$ cat src/rtl/pvs_pkg.sv
package pvs_pkg;

    // depth of the return synchroniser; its latency is removed from the count
    localparam int SYNC_STAGES = 2;

    typedef enum logic [2:0] {
        ST_IDLE,
        ST_LAUNCH,
        ST_MEASURE,
        ST_DECIDE,
        ST_SETTLE,
        ST_FINISH
    } cal_state_e;

    typedef enum logic [1:0] {
        CLS_WINDOW,
        CLS_SLOW,
        CLS_FAST
    } cls_e;

    typedef struct packed {
        logic up;
        logic dn;
        logic hit_limit;
        logic expire;
        logic finish;
    } verdict_t;

    function automatic cls_e classify(int unsigned cnt, int unsigned lo, int unsigned hi);
        if (cnt > hi) return CLS_SLOW;
        if (cnt < lo) return CLS_FAST;
        return CLS_WINDOW;
    endfunction

    // round budget is checked before the step clamp
    function automatic verdict_t judge(cls_e c, logic spent, logic top, logic bottom);
        verdict_t v;
        v = '0;
        unique case (c)
            CLS_WINDOW: v.finish = 1'b1;
            CLS_SLOW: begin
                if (spent)    begin v.expire = 1'b1;    v.finish = 1'b1; end
                else if (top) begin v.hit_limit = 1'b1; v.finish = 1'b1; end
                else          v.up = 1'b1;
            end
            CLS_FAST: begin
                if (spent)       begin v.expire = 1'b1;    v.finish = 1'b1; end
                else if (bottom) begin v.hit_limit = 1'b1; v.finish = 1'b1; end
                else             v.dn = 1'b1;
            end
            default: v.finish = 1'b1;
        endcase
        return v;
    endfunction

endpackage

$ cat src/rtl/pvs_sync.sv
module pvs_sync #(
    parameter int STAGES = 2
) (
    input  logic clk,
    input  logic rst,
    input  logic d,
    output logic q
);
    logic [STAGES-1:0] stage;

    for (genvar i = 0; i < STAGES; i++) begin : g_stage
        if (i == 0) begin : g_first
            always_ff @(posedge clk) begin
                if (rst) stage[0] <= 1'b0;
                else     stage[0] <= d;
            end
        end else begin : g_next
            always_ff @(posedge clk) begin
                if (rst) stage[i] <= 1'b0;
                else     stage[i] <= stage[i-1];
            end
        end
    end

    assign q = stage[STAGES-1];
endmodule

$ cat src/rtl/pvs_delay_meter.sv
module pvs_delay_meter #(
    parameter int CNT_W    = 8,
    parameter int SYNC_LAT = 2
) (
    input  logic             clk,
    input  logic             rst,
    input  logic             clear,
    input  logic             run,
    input  logic             ret_sync,
    output logic             hit,
    output logic [CNT_W-1:0] result
);
    localparam logic [CNT_W-1:0] CNT_MAX = '1;
    localparam logic [CNT_W-1:0] LAT     = CNT_W'(SYNC_LAT);
    localparam logic [CNT_W-1:0] LAT_M1  = CNT_W'(SYNC_LAT - 1);

    logic [CNT_W-1:0] cnt_q;
    logic             armed;
    logic             seen;

    // a stale synchronised level from the previous round is masked
    assign armed  = (cnt_q >= LAT);
    assign seen   = armed && ret_sync;
    assign hit    = run && (seen || (cnt_q == CNT_MAX));
    assign result = seen ? (cnt_q - LAT_M1) : CNT_MAX;

    always_ff @(posedge clk) begin
        if (rst || clear)     cnt_q <= '0;
        else if (run && !hit) cnt_q <= cnt_q + 1'b1;
    end

    AST_RESULT_NONZERO: assert property (@(posedge clk) disable iff (rst)
        hit |-> (result != '0)) else $error("zero count reported");
endmodule

$ cat src/rtl/pvs_step_reg.sv
module pvs_step_reg #(
    parameter int STEP_W    = 4,
    parameter int STEP_MIN  = 0,
    parameter int STEP_MAX  = 15,
    parameter int STEP_INIT = 8
) (
    input  logic              clk,
    input  logic              rst,
    input  logic              inc,
    input  logic              dec,
    output logic [STEP_W-1:0] idx,
    output logic              at_top,
    output logic              at_bottom
);
    localparam logic [STEP_W-1:0] IDX_LO   = STEP_W'(STEP_MIN);
    localparam logic [STEP_W-1:0] IDX_HI   = STEP_W'(STEP_MAX);
    localparam logic [STEP_W-1:0] IDX_INIT = STEP_W'(STEP_INIT);

    logic [STEP_W-1:0] idx_q;

    always_ff @(posedge clk) begin
        if (rst)                         idx_q <= IDX_INIT;
        else if (inc && idx_q != IDX_HI) idx_q <= idx_q + 1'b1;
        else if (dec && idx_q != IDX_LO) idx_q <= idx_q - 1'b1;
    end

    assign idx       = idx_q;
    assign at_top    = (idx_q == IDX_HI);
    assign at_bottom = (idx_q == IDX_LO);

    AST_IDX_IN_RANGE: assert property (@(posedge clk) disable iff (rst)
        (int'(idx_q) >= STEP_MIN) && (int'(idx_q) <= STEP_MAX)) else $error("step out of range");
endmodule

$ cat src/rtl/periph_dvs_ctrl.sv
module periph_dvs_ctrl
    import pvs_pkg::*;
#(
    parameter int CNT_W     = 8,
    parameter int SETTLE_W  = 8,
    parameter int STEP_W    = 4,
    parameter int STEP_MIN  = 0,
    parameter int STEP_MAX  = 15,
    parameter int STEP_INIT = 8,
    parameter int MAX_ITER  = 12
) (
    input  logic                clk,
    input  logic                rst,
    input  logic                pwrup_evt,
    input  logic                srexit_evt,
    input  logic [CNT_W-1:0]    win_hi,
    input  logic [CNT_W-1:0]    win_lo,
    input  logic [SETTLE_W-1:0] settle_len,
    input  logic                replica_ret,
    output logic                replica_launch,
    output logic                vreg_up,
    output logic                vreg_dn,
    output logic [STEP_W-1:0]   step_idx,
    output logic [CNT_W-1:0]    meas_count,
    output logic                cal_busy,
    output logic                cal_done,
    output logic                at_limit,
    output logic                cal_timeout
);
    localparam int               ITER_W    = $clog2(MAX_ITER + 1);
    localparam logic [ITER_W-1:0] ITER_LAST = ITER_W'(MAX_ITER);

    cal_state_e          st_q, st_d;
    verdict_t            vd;
    logic                start;
    logic                ret_sync;
    logic                m_hit;
    logic [CNT_W-1:0]    m_result;
    logic                idx_top, idx_bottom;
    logic                up_q, dn_q, lim_q, tmo_q;
    logic [SETTLE_W-1:0] settle_q;
    logic [ITER_W-1:0]   iter_q;
    logic [CNT_W-1:0]    meas_q;

    assign start = (st_q == ST_IDLE) && (pwrup_evt || srexit_evt);

    pvs_sync #(.STAGES(SYNC_STAGES)) u_sync (
        .clk (clk),
        .rst (rst),
        .d   (replica_ret),
        .q   (ret_sync)
    );

    pvs_delay_meter #(.CNT_W(CNT_W), .SYNC_LAT(SYNC_STAGES)) u_meter (
        .clk      (clk),
        .rst      (rst),
        .clear    (st_q == ST_LAUNCH),
        .run      (st_q == ST_MEASURE),
        .ret_sync (ret_sync),
        .hit      (m_hit),
        .result   (m_result)
    );

    pvs_step_reg #(
        .STEP_W(STEP_W), .STEP_MIN(STEP_MIN), .STEP_MAX(STEP_MAX), .STEP_INIT(STEP_INIT)
    ) u_step (
        .clk       (clk),
        .rst       (rst),
        .inc       (vd.up),
        .dec       (vd.dn),
        .idx       (step_idx),
        .at_top    (idx_top),
        .at_bottom (idx_bottom)
    );

    always_comb begin
        vd = '0;
        if (st_q == ST_DECIDE)
            vd = judge(classify(32'(meas_q), 32'(win_lo), 32'(win_hi)),
                       iter_q == ITER_LAST, idx_top, idx_bottom);
    end

    always_comb begin
        st_d = st_q;
        unique case (st_q)
            ST_IDLE:    if (start) st_d = ST_LAUNCH;
            ST_LAUNCH:  st_d = ST_MEASURE;
            ST_MEASURE: if (m_hit) st_d = ST_DECIDE;
            ST_DECIDE:  st_d = vd.finish ? ST_FINISH : ST_SETTLE;
            ST_SETTLE:  if (settle_q == '0) st_d = ST_LAUNCH;
            ST_FINISH:  st_d = ST_IDLE;
            default:    st_d = ST_IDLE;
        endcase
    end

    always_ff @(posedge clk) begin
        if (rst) begin
            st_q     <= ST_IDLE;
            up_q     <= 1'b0;
            dn_q     <= 1'b0;
            lim_q    <= 1'b0;
            tmo_q    <= 1'b0;
            settle_q <= '0;
            iter_q   <= '0;
            meas_q   <= '0;
        end else begin
            st_q <= st_d;
            up_q <= vd.up;
            dn_q <= vd.dn;
            if (start) begin
                iter_q <= '0;
                lim_q  <= 1'b0;
                tmo_q  <= 1'b0;
            end else begin
                if (vd.up || vd.dn) iter_q <= iter_q + 1'b1;
                if (vd.hit_limit)   lim_q  <= 1'b1;
                if (vd.expire)      tmo_q  <= 1'b1;
            end
            if (vd.up || vd.dn)
                settle_q <= settle_len;
            else if (st_q == ST_SETTLE && settle_q != '0)
                settle_q <= settle_q - 1'b1;
            if (st_q == ST_MEASURE && m_hit)
                meas_q <= m_result;
        end
    end

    assign replica_launch = (st_q == ST_LAUNCH);
    assign vreg_up        = up_q;
    assign vreg_dn        = dn_q;
    assign meas_count     = meas_q;
    assign cal_busy       = (st_q != ST_IDLE);
    assign cal_done       = (st_q == ST_FINISH);
    assign at_limit       = lim_q;
    assign cal_timeout    = tmo_q;

    AST_UPDN_EXCLUSIVE: assert property (@(posedge clk) disable iff (rst)
        !(vreg_up && vreg_dn)) else $error("raise and lower together");
    AST_LAUNCH_SINGLE: assert property (@(posedge clk) disable iff (rst)
        replica_launch |=> !replica_launch) else $error("launch wider than one cycle");
    AST_UP_RAISES_IDX: assert property (@(posedge clk) disable iff (rst)
        vreg_up |-> (step_idx == $past(step_idx) + 1'b1)) else $error("raise without index step");
    AST_DN_LOWERS_IDX: assert property (@(posedge clk) disable iff (rst)
        vreg_dn |-> (step_idx == $past(step_idx) - 1'b1)) else $error("lower without index step");
    AST_DONE_DROPS_BUSY: assert property (@(posedge clk) disable iff (rst)
        cal_done |=> !cal_busy) else $error("busy after done");
    AST_IDLE_HOLDS_IDX: assert property (@(posedge clk) disable iff (rst)
        !cal_busy |=> $stable(step_idx)) else $error("index moved while idle");
    AST_STEP_ONLY_BUSY: assert property (@(posedge clk) disable iff (rst)
        (vreg_up || vreg_dn) |-> cal_busy) else $error("step request outside calibration");
endmodule

$ cat config.mk
export PLATFORM = sky130hd
export DESIGN_NAME = periph_dvs_ctrl
export DESIGN_NICKNAME = d
export VERILOG_FILES = /design/src/rtl/pvs_pkg.sv /design/src/rtl/pvs_sync.sv /design/src/rtl/pvs_delay_meter.sv /design/src/rtl/pvs_step_reg.sv /design/src/rtl/periph_dvs_ctrl.sv
export SDC_FILE = /design/constraint.sdc
export NUM_CORES = 1
export LEC_CHECK = 0
export BUFFER_PORTS_ARGS = -buffer_cell sky130_fd_sc_hd__buf_2
export CAP_MARGIN = 20
export CORE_ASPECT_RATIO = 1.75
export CORE_MARGIN = 3
export CORE_UTILIZATION = 35
export DETAILED_ROUTE_END_ITERATION = 12
export PLACE_DENSITY = 0.53
export SLEW_MARGIN = 10
export SYNTH_ARGS = -nofsm -noshare
export SYNTH_HDL_FRONTEND = slang
export SYNTH_HIERARCHICAL = 1
export SYNTH_SLANG_ARGS = --single-unit
export TNS_END_PERCENT = 100
$ cat constraint.sdc
create_clock -name clk -period 10 [get_ports clk]
set_clock_uncertainty 0.2 [all_clocks]
set_input_delay 0.5 -clock clk [delete_from_list [all_inputs] [get_ports clk]]
set_output_delay 0.5 -clock clk [all_outputs]
set_load 0.05 [all_outputs]
==> flow_summary.json, run 1 <==
{
  "status": "finished clean",
  "first_pass_iters": 4,
  "syn_avg_cell_area_um2": 8.587,
  "initialDrtViolationCount": 65,
  "clock_path_buffers": 2,
  "cts-buffers-inserted": 5,
  "rsz0062_at_grt": "no",
  "wl_per_cell_um": 13.70,
  "worst_pin_slew_ps": 864.9,
  "die_w_um": 72.35,
  "place_area_um2": 2964,
  "synth.net_count": 368,
  "diodes": 0,
  "power.leakage_uw": 0.001372,
  "setup_viol": 0,
  "post-route-min-period_ps": 3618,
  "cts_tree": "done",
  "synth-simple-area-share": 0.2450,
  "grt_pass1_vias": 2294,
  "synthCells": 314,
  "power_uw": 513.1,
  "core_region_area_um2": 7336,
  "routabilityCongestion": 0.7980,
  "h-tree-depth": 2,
  "fmax_ghz": 0.2764,
  "maxCapViolations": 0,
  "seq_area_um2": 820.8,
  "power_density_nw_per_um2": 165.2,
  "final_area_um2": 3107,
  "synthAdderAreaFrac": 0.1188,
  "synth.distinct_cells": 60,
  "cp.required_ps": 10010,
  "synth_top_family_by_area": "simple AND/OR/NAND/NOR gates",
  "start_util": 0.3676,
  "clk_pin_slew_ps": 60,
  "dieArea_um2": 8835,
  "route.detailed.drc": 0,
  "port_buffers": 47,
  "worstPathMaxFanout": 6,
  "dr_total_vias": 2341,
  "vias_per_cell": 5.320,
  "grt_max_degree": 32,
  "synth_compound_area_frac": 0.1689,
  "ctsRootBufferMaster": "clkbuf_16",
  "drive_gt1_frac": 0.1977,
  "syn_area_um2": 2696,
  "path_class": "register to register",
  "synth-main-ff-cell": "dfxtp_1",
  "cp_slowest_stage_delay_ps": 740,
  "nFillCells": 775,
  "grt_usage": 0.1463,
  "startpoint_type": "register",
  "postCtsSetupRepairBufs": 0,
  "fin_tns_setup_ps": 0,
  "die_h_um": 122.1,
  "synth_xor_xnor_area_share": 0.03898,
  "synthMuxAreaShare": 0.05568,
  "antenna_found_initial": 0,
  "crit_path_top_delay_cell": "a211oi_1",
  "grt_pass1_wl_um": 10270,
  "worstSetupEndpointType": "register",
  "clkLatencyLatePin_ps": 280,
  "hp-class": "primary input to register",
  "async_flop_share": 0,
  "fin_util": 0.4235,
  "dp_hpwl_um": 4683,
  "wirelength_um": 6029,
  "yosys_warnings": 6,
  "fin_crit_sh": 0.3618,
  "ios": 48,
  "synth_edf_count": 0,
  "timing_hold_violations_final": 0,
  "maxSlewHeadroom": 0.4200,
  "cts.sinks": 41,
  "multi_input_area_um2": 1692,
  "cts_resized": 0,
  "synth-seq-cells": 41,
  "ir_drop_mv": 0.1218,
  "seq_area_frac_synth": 0.3044,
  "cts_hold_buf": 0,
  "worstPathCellList": "ha_1 -> nand4_1 -> a211o_1 -> a211oi_1 -> nand2_1 -> ha_1 -> and3_1 -> a211o_1 -> a21oi_1 -> mux2i_1",
  "synthToLayoutAreaGrowth_pct": 15.22,
  "fin_nets": 408,
  "ant_nets": 0,
  "cp.arrival_ps": 3630,
  "row_count": 41,
  "finalMaxSlewViolations": 0,
  "grt-ovfl-total": 0
}
-- flip-flops by register name (all words and copies together) (netlist names), 3 cells and up --
register,count
meas_count,8
u_step/idx,4
settle_q,8
iter_q,4
u_meter/cnt_q,8
st_q,3
-- through the flow --
| step | hold WS, ps | setup slack (ps) | instances |
|---|---|---|---|
| 2_1_floorplan | 213.8 | 6358 | 314 |
| 3_3_place_gp | 238.8 | 6243 | 433 |
| 3_5_place_dp | 234.4 | 6160 | 433 |
| 4_1_cts | 244.0 | 6363 | 440 |
| 5_1_grt | 267.0 | 6062 | 440 |
| 6_report | 240.1 | 6382 | 440 |
-- cells in the mapped netlist (4+ instances only) --
| master | instances | area share |
|---|---|---|
| ha_1 | 24 | 0.11 |
| clkbuf_1 | 4 | 0.0056 |
| dfxtp_1 | 41 | 0.30 |
| a211oi_1 | 5 | 0.014 |
| o31ai_1 | 6 | 0.017 |
| nand3_1 | 7 | 0.013 |
| nand2_1 | 15 | 0.021 |
| or3_1 | 11 | 0.026 |
| nor2b_1 | 6 | 0.014 |
| a21oi_1 | 22 | 0.041 |
| inv_1 | 27 | 0.038 |
| nor2_1 | 33 | 0.046 |
| o21ai_0 | 12 | 0.022 |
| mux2i_1 | 15 | 0.056 |
| and3_1 | 4 | 0.0093 |
| xnor2_1 | 9 | 0.029 |
| o211ai_1 | 5 | 0.014 |
| nand4_1 | 4 | 0.0093 |
| buf_2 | 5 | 0.0093 |
-- layout by cell type (no fill, tap or decap), types with 11 or more instances in the layout --
cell type and count:
a21oi_1 22, dfxtp_1 41, ha_1 24, or3_1 11, inv_1 27, nor2_1 33, nand2_1 15, mux2i_1 15
buf_2 47, o21ai_0 12
-- worst paths after layout --
kind,startpoint,endpoint,slack [ps],cells past startpoint
max,meas_count[7],u_step/idx[3],6380,10
min,replica_ret,u_sync/stage[0],240,2
min reg2reg,u_sync/stage[0],u_sync/q,240,1
max reg2reg,meas_count[7],u_step/idx[3],6380,10
-- worst max-delay path: cells and delay by family, from the launching register on --
| family | cells | cell delay (ps) |
|---|---|---|
| AO/OA/AOI/OAI | 4 | 1520 |
| multiplexers | 1 | 190 |
| flip-flops | 1 | 350 |
| adder cells (fa/ha/maj) | 2 | 710 |
| AND/OR/NAND/NOR | 3 | 590 |
-- routing by layer --
layer / track usage / share of wire / up-vias
met2: 0.2791 / 0.55 / 38
met5: 0 / 0 / -
met4: 0.05412 / 0.017 / 0
met3: 0.02642 / 0.032 / 9
met1: 0.1538 / 0.40 / 1095
li1: - / - / 1199
-- report_power, final --
group	switching (uW)	leakage, uW	internal [uW]	total [uW]
clock network	61.2	0.0000700	98.0	159
logic	92.0	0.000971	62.9	155
registers	21.8	0.000332	177	199
-- area by class of cell --
| cell class | count | share of cell area |
|---|---|---|
| Multi-Input combinational cell | 231 | 0.5445 |
| Sequential cell | 41 | 0.2642 |
| Timing Repair Buffer | 48 | 0.07813 |
| Clock buffer | 7 | 0.04591 |
| Tap cell | 86 | 0.03464 |
| Inverter | 27 | 0.03262 |
-- kinds of logic (layout without fill, tap and decap cells) --
group	count (synthesis)	after routing
flops	41	41
fa+ha+maj	25	25
compound gates	67	67
xor+xnor	12	12
simple gates	112	112
mux	15	15
buf+inv	42	82
No activity file was read; power rests on OpenSTA's default activity.
==> run 2: changes to the inputs <==
--- a/config.mk
+++ b/config.mk
@@ -11,7 +11,7 @@
 export CORE_MARGIN = 3
 export CORE_UTILIZATION = 35
 export DETAILED_ROUTE_END_ITERATION = 12
-export PLACE_DENSITY = 0.53
+export PLACE_DENSITY = 0.55
 export SLEW_MARGIN = 10
 export SYNTH_ARGS = -nofsm -noshare
 export SYNTH_HDL_FRONTEND = slang
==> constraint.sdc (replaced) <==
create_clock -name clk -period 3.3 [get_ports clk]
set_clock_uncertainty 0.2 [all_clocks]
set_input_delay 0.165 -clock clk [delete_from_list [all_inputs] [get_ports clk]]
set_output_delay 0.165 -clock clk [all_outputs]
set_load 0.05 [all_outputs]
==> run 2 against run 1 <==
First-iteration DRC count grew 68%. Flip-flop and latch count is the same. Largest power group unchanged. Wire length up 1.1%. Sequential power grew to 3.0 times the previous value. Highest routed layer unchanged. Clock-buffer cell count unchanged. Critical path type unchanged. Sequential share of layout area is 0.61 points lower. Die area is the same. Fmax rose by 21%.
==> flow_summary.json, run 2 (synthesis gave the netlist of run 1 again) <==
{
  "cp.arrival_ps": 3010,
  "r2r_end": "u_step/idx[3]",
  "grt_usage": 0.1529,
  "layout_common_cells": "buf_2, nor2_1, dfxtp_1, inv_1, ha_1",
  "row_count": 41,
  "rr_startpoint": "meas_count[1]",
  "startpoint_type": "register",
  "grt_busiest_layer": "met2",
  "nFillCells": 753,
  "worstPathMaxFanout": 4,
  "post-route-min-period_ps": 2996,
  "dp_hpwl_um": 4642,
  "clkLatencyLatePin_ps": 290,
  "fin_tns_setup_ps": 0,
  "cp.required_ps": 3320,
  "initialDrtViolationCount": 109,
  "grt_pass1_wl_um": 10760,
  "maxCapViolations": 0,
  "start_util": 0.3676,
  "dp_slack_ps": 334.6,
  "die_w_um": 72.35,
  "port_buffers": 47,
  "postCtsSetupRepairBufs": 0,
  "ant_nets": 0,
  "clk_pin_slew_ps": 60,
  "reg2regPathDepth": 11,
  "grt_pass1_vias": 2422,
  "rsz0062_at_grt": "no",
  "fin_nets": 417,
  "wl_per_cell_um": 13.54,
  "dr_total_vias": 2337,
  "timing_hold_violations_final": 0,
  "first_pass_iters": 4,
  "wirelength_um": 6095,
  "routabilityCongestion": 0.8511,
  "grt_max_degree": 32,
  "layout_setup_ws_ps": 303.9,
  "worst_pin_slew_ps": 598.2,
  "worstSetupEndpointType": "register",
  "status": "finished clean",
  "cts_tree": "done",
  "grt-ovfl-total": 0,
  "fin_hold_ws_ps": 5.786,
  "final_common_cell": "buf_2",
  "cts-buffers-inserted": 5,
  "crit_path_end": "u_step/idx[3]",
  "path_class": "register to register",
  "ir_drop_mv": 0.3184,
  "clock_path_buffers": 2,
  "drive_gt1_frac": 0.2308,
  "dieArea_um2": 8835,
  "crit_start": "meas_count[1]",
  "diodes": 0,
  "fin_crit_sh": 0.9079,
  "die_h_um": 122.1,
  "antenna_found_initial": 0,
  "ctsRootBufferMaster": "clkbuf_16",
  "grtUsageMet1": 0.1573,
  "cts.sinks": 41,
  "fin_cells": 450,
  "hp-class": "primary input to register",
  "use_met3": 0.02477,
  "r2r_setup_slack_ps": 300,
  "vias_per_cell": 5.193,
  "dp_cells": 436,
  "core_region_area_um2": 7336,
  "power.leakage_uw": 0.001428,
  "fmax_ghz": 0.3338,
  "power_density_nw_per_um2": 495.2,
  "use_met2": 0.2951,
  "maxSlewHeadroom": 0.6012,
  "setup_viol": 0,
  "finalMaxSlewViolations": 0,
  "ios": 48,
  "h-tree-depth": 2,
  "route.detailed.drc": 0,
  "synthToLayoutAreaGrowth_pct": 19.40
}
-- run 2: cell count changes in the layout (fill, tap and decap cells not counted), sizes merged --
| cell | delta |
|---|---|
| buf | +3 |
| dlygate4sd3 | +6 |
| clkinv | +1 |
-- run 2: through the flow --
| step | power [uW] | utilization | instance area, um^2 |
|---|---|---|---|
| finish | 1594 | 0.4389 | 3219 |
| global route | 1698 | 0.4389 | 3219 |
| CTS | 1624 | 0.4389 | 3219 |
| detailed placement | 1088 | 0.4092 | 3002 |
| global placement | 1080 | 0.4092 | 3002 |
| floorplan | 989.0 | - | 2711 |
-- run 2: worst min path at each step --
| stage | cells after the start | endpoint | slack [ps] | startpoint |
|---|---|---|---|---|
| 6_report | 3 | settle_q[2] | 6 | settle_len[2] |
| 5_1_grt | 3 | settle_q[2] | 20 | settle_len[2] |
| 4_1_cts | 3 | settle_q[2] | 3 | settle_len[2] |
| 3_5_place_dp | 2 | u_sync/stage[0] | 200 | replica_ret |
| 3_3_place_gp | 2 | u_sync/stage[0] | 190 | replica_ret |
| 2_1_floorplan | 1 | u_sync/q | 40 | rst |
-- run 2: power breakdown --
part	internal, uW	switching, uW
clock network	320	195
registers	537	68.2
logic	196	279
-- run 2: critical path: stages, from the launching register on --
cell and delay [ps]:
dfxtp_2 340, ha_1 290, nor2b_1 130, o211ai_1 100, a211o_1 320, a211oi_2 250
nand2_1 150, ha_1 340, and3_1 190, a211o_1 260, a21oi_1 170, mux2i_1 190
-- run 2: cell type report --
type	count	area, um^2	area share
multi-input combinational	231	1697	0.5270
sequential	41	830.8	0.2581
timing repair buffer	57	325.3	0.1010
clock buffer	7	152.6	0.04742
tap	86	107.6	0.03342
inverter	27	101.3	0.03148
clock inverter	1	5.005	0.001555
-- run 2: routing by layer --
| layer | share of wire | routed length (um) |
|---|---|---|
| met5 | 0 | 0 |
| met1 | 0.40 | 2434 |
| met4 | 0.017 | 104 |
| met2 | 0.55 | 3372 |
| met3 | 0.030 | 183 |
-- run 2: timing repair --
action / in CTS / in global routing
gates resized for setup: 0 / 0
endpoints found under the hold margin: 6 / 0
hold buffers: 6 / 0
==> run 3: changes to the inputs <==
==> constraint.sdc (replaced) <==
create_clock -name clk -period 3.3 [get_ports clk]
set_clock_uncertainty 0.2 [all_clocks]
set_input_delay 0 -clock clk [delete_from_list [all_inputs] [get_ports clk]]
set_output_delay 0 -clock clk [all_outputs]
set_load 0.05 [all_outputs]
==> run 3 against run 2 <==
Clock power is 5.2% lower. Via count increased by 0.68%. Die area stayed put. Global-route usage hardly changed. Wire length increased by 1.8%. Utilization rose by 0.20 points. Clock-buffer cell count unchanged. Register-to-register slack hardly changed. Setup slack improved by 1.5 ps. Critical path type unchanged.
==> flow_summary.json, run 3 (synthesis gave the netlist of run 1 again) <==
{
  "layout_setup_ws_ps": 305.4,
  "ctsRootBufferMaster": "clkbuf_16",
  "grt_max_degree": 32,
  "wl_per_cell_um": 13.73,
  "rr_startpoint": "meas_count[7]",
  "path_class": "register to register",
  "row_count": 41,
  "fin_hold_ws_ps": 13.21,
  "vias_per_cell": 5.206,
  "grtUsageMet1": 0.1574,
  "first_pass_iters": 4,
  "worstSetupEndpointType": "register",
  "route.detailed.drc": 0,
  "synthToLayoutAreaGrowth_pct": 19.95,
  "holdPathStages": 2,
  "diodes": 0,
  "rsz0062_at_grt": "no",
  "layout_common_cells": "buf_2, nor2_1, dfxtp_1, inv_1, ha_1",
  "grt_pass1_wl_um": 10540,
  "routabilityCongestion": 0.8228,
  "status": "finished clean",
  "hp-class": "primary input to register",
  "drive_gt1_frac": 0.2240,
  "cp_slowest_stage_delay_ps": 350,
  "port_buffers": 47,
  "start_util": 0.3676,
  "cts_tree": "done",
  "dp_slack_ps": 349.4,
  "fmax_ghz": 0.3339,
  "final_area_um2": 3234,
  "grt_pass1_vias": 2324,
  "ios": 48,
  "cts.sinks": 41,
  "dieArea_um2": 8835,
  "maxSlewHeadroom": 0.5866,
  "grt_busiest_layer": "met2",
  "grt-ovfl-total": 0,
  "finalMaxSlewViolations": 0,
  "antenna_found_initial": 0,
  "worst_pin_slew_ps": 620.1,
  "clock_path_buffers": 2,
  "crit_start": "meas_count[7]",
  "clkLatencyLatePin_ps": 280,
  "min-delay-start": "rst",
  "fin_crit_sh": 0.9075,
  "die_w_um": 72.35,
  "clock_power_share": 0.310,
  "core_region_area_um2": 7336,
  "ant_nets": 0,
  "worstPathMaxFanout": 4,
  "cp.required_ps": 3310,
  "cp.arrival_ps": 3010,
  "setup_viol": 0,
  "final_common_cell": "buf_2",
  "ir_drop_mv": 0.3840,
  "wirelength_um": 6206,
  "die_h_um": 122.1,
  "maxCapViolations": 0,
  "use_met2": 0.2945,
  "timing_hold_violations_final": 0,
  "use_met3": 0.02725,
  "pwr-share-seq": 0.386,
  "combPwrFrac": 0.304,
  "power.leakage_uw": 0.001431,
  "grt_usage": 0.1524,
  "power_density_nw_per_um2": 486.8,
  "initialDrtViolationCount": 85,
  "place_area_um2": 3002,
  "postCtsSetupRepairBufs": 0,
  "post-route-min-period_ps": 2995,
  "h-tree-depth": 2,
  "startpoint_type": "register",
  "cts-buffers-inserted": 5,
  "r2r_setup_slack_ps": 310,
  "intPower_uw": 1031,
  "power_uw": 1575,
  "dp_hpwl_um": 4744,
  "p_sw_uw": 543.2,
  "fin_nets": 420,
  "clk_pin_slew_ps": 60,
  "dr_total_vias": 2353,
  "crit_path_top_delay_cell": "a211o_1",
  "fin_tns_setup_ps": 0,
  "reg2regPathDepth": 10,
  "worstPathCellList": "ha_1 -> nand4_1 -> a211o_1 -> a211oi_2 -> nand2_1 -> ha_1 -> and3_1 -> a211o_1 -> a21oi_1 -> mux2i_1",
  "switching_share": 0.3450
}
run 3: changes by cell type in the layout (fill, tap and decap cells not counted), sizes merged:
cell | previous run | this run
clkinv | 1 | 0
dlygate4sd3 | 6 | 9
run 3: cell type report:
| class | count | area (um^2) |
|---|---|---|
| Clock buffer | 7 | 142.6 |
| Sequential cell | 41 | 830.8 |
| Timing Repair Buffer | 60 | 355.3 |
| Tap cell | 86 | 107.6 |
| Multi-Input combinational cell | 231 | 1697 |
| Fill cell | 762 | 4101 |
| Inverter | 27 | 101.3 |
run 3: worst paths after layout:
kind,endpoint
worst max-delay path,u_step/idx[3]
worst min-delay path,meas_count[4]
worst max register to register,u_step/idx[3]
worst min register to register,u_sync/q
run 3: layer usage:
layer  up-vias  share of wire
li1       1223              -
met1      1092           0.39
met2        32           0.56
met3         6          0.031
met4         0          0.016
met5         -              0
run 3: through the flow:
step                      utilization  std cells
after global placement         0.4092        436
final                          0.4409        452
after global routing           0.4409        452
after detailed placement       0.4092        436
after CTS                      0.4409        452
after floorplan                     -        314
run 3: power by group through the flow:
| stage | combinational, uW | clock, uW | sequential [uW] |
|---|---|---|---|
| finish | 478 | 488 | 608 |
| CTS | 485 | 507 | 608 |
| global route | 526 | 519 | 618 |
| global placement | 467 | 0 | 614 |
| floorplan | 380 | 0 | 609 |
| detailed placement | 474 | 0 | 618 |
run 3: worst max-delay path: cells and delay by family, from the launching register on:
| family | cells | cell delay (ps) |
|---|---|---|
| mux | 1 | 190 |
| compound gates | 4 | 1050 |
| flops | 1 | 330 |
| fa+ha+maj | 2 | 650 |
| simple gates | 3 | 500 |
run 3: repair_timing:
action	4_1_cts	5_1_grt
hold endpoints to repair	9	0
endpoints found under the setup margin	0	0
gates resized for setup	0	0
hold buffers	9	0
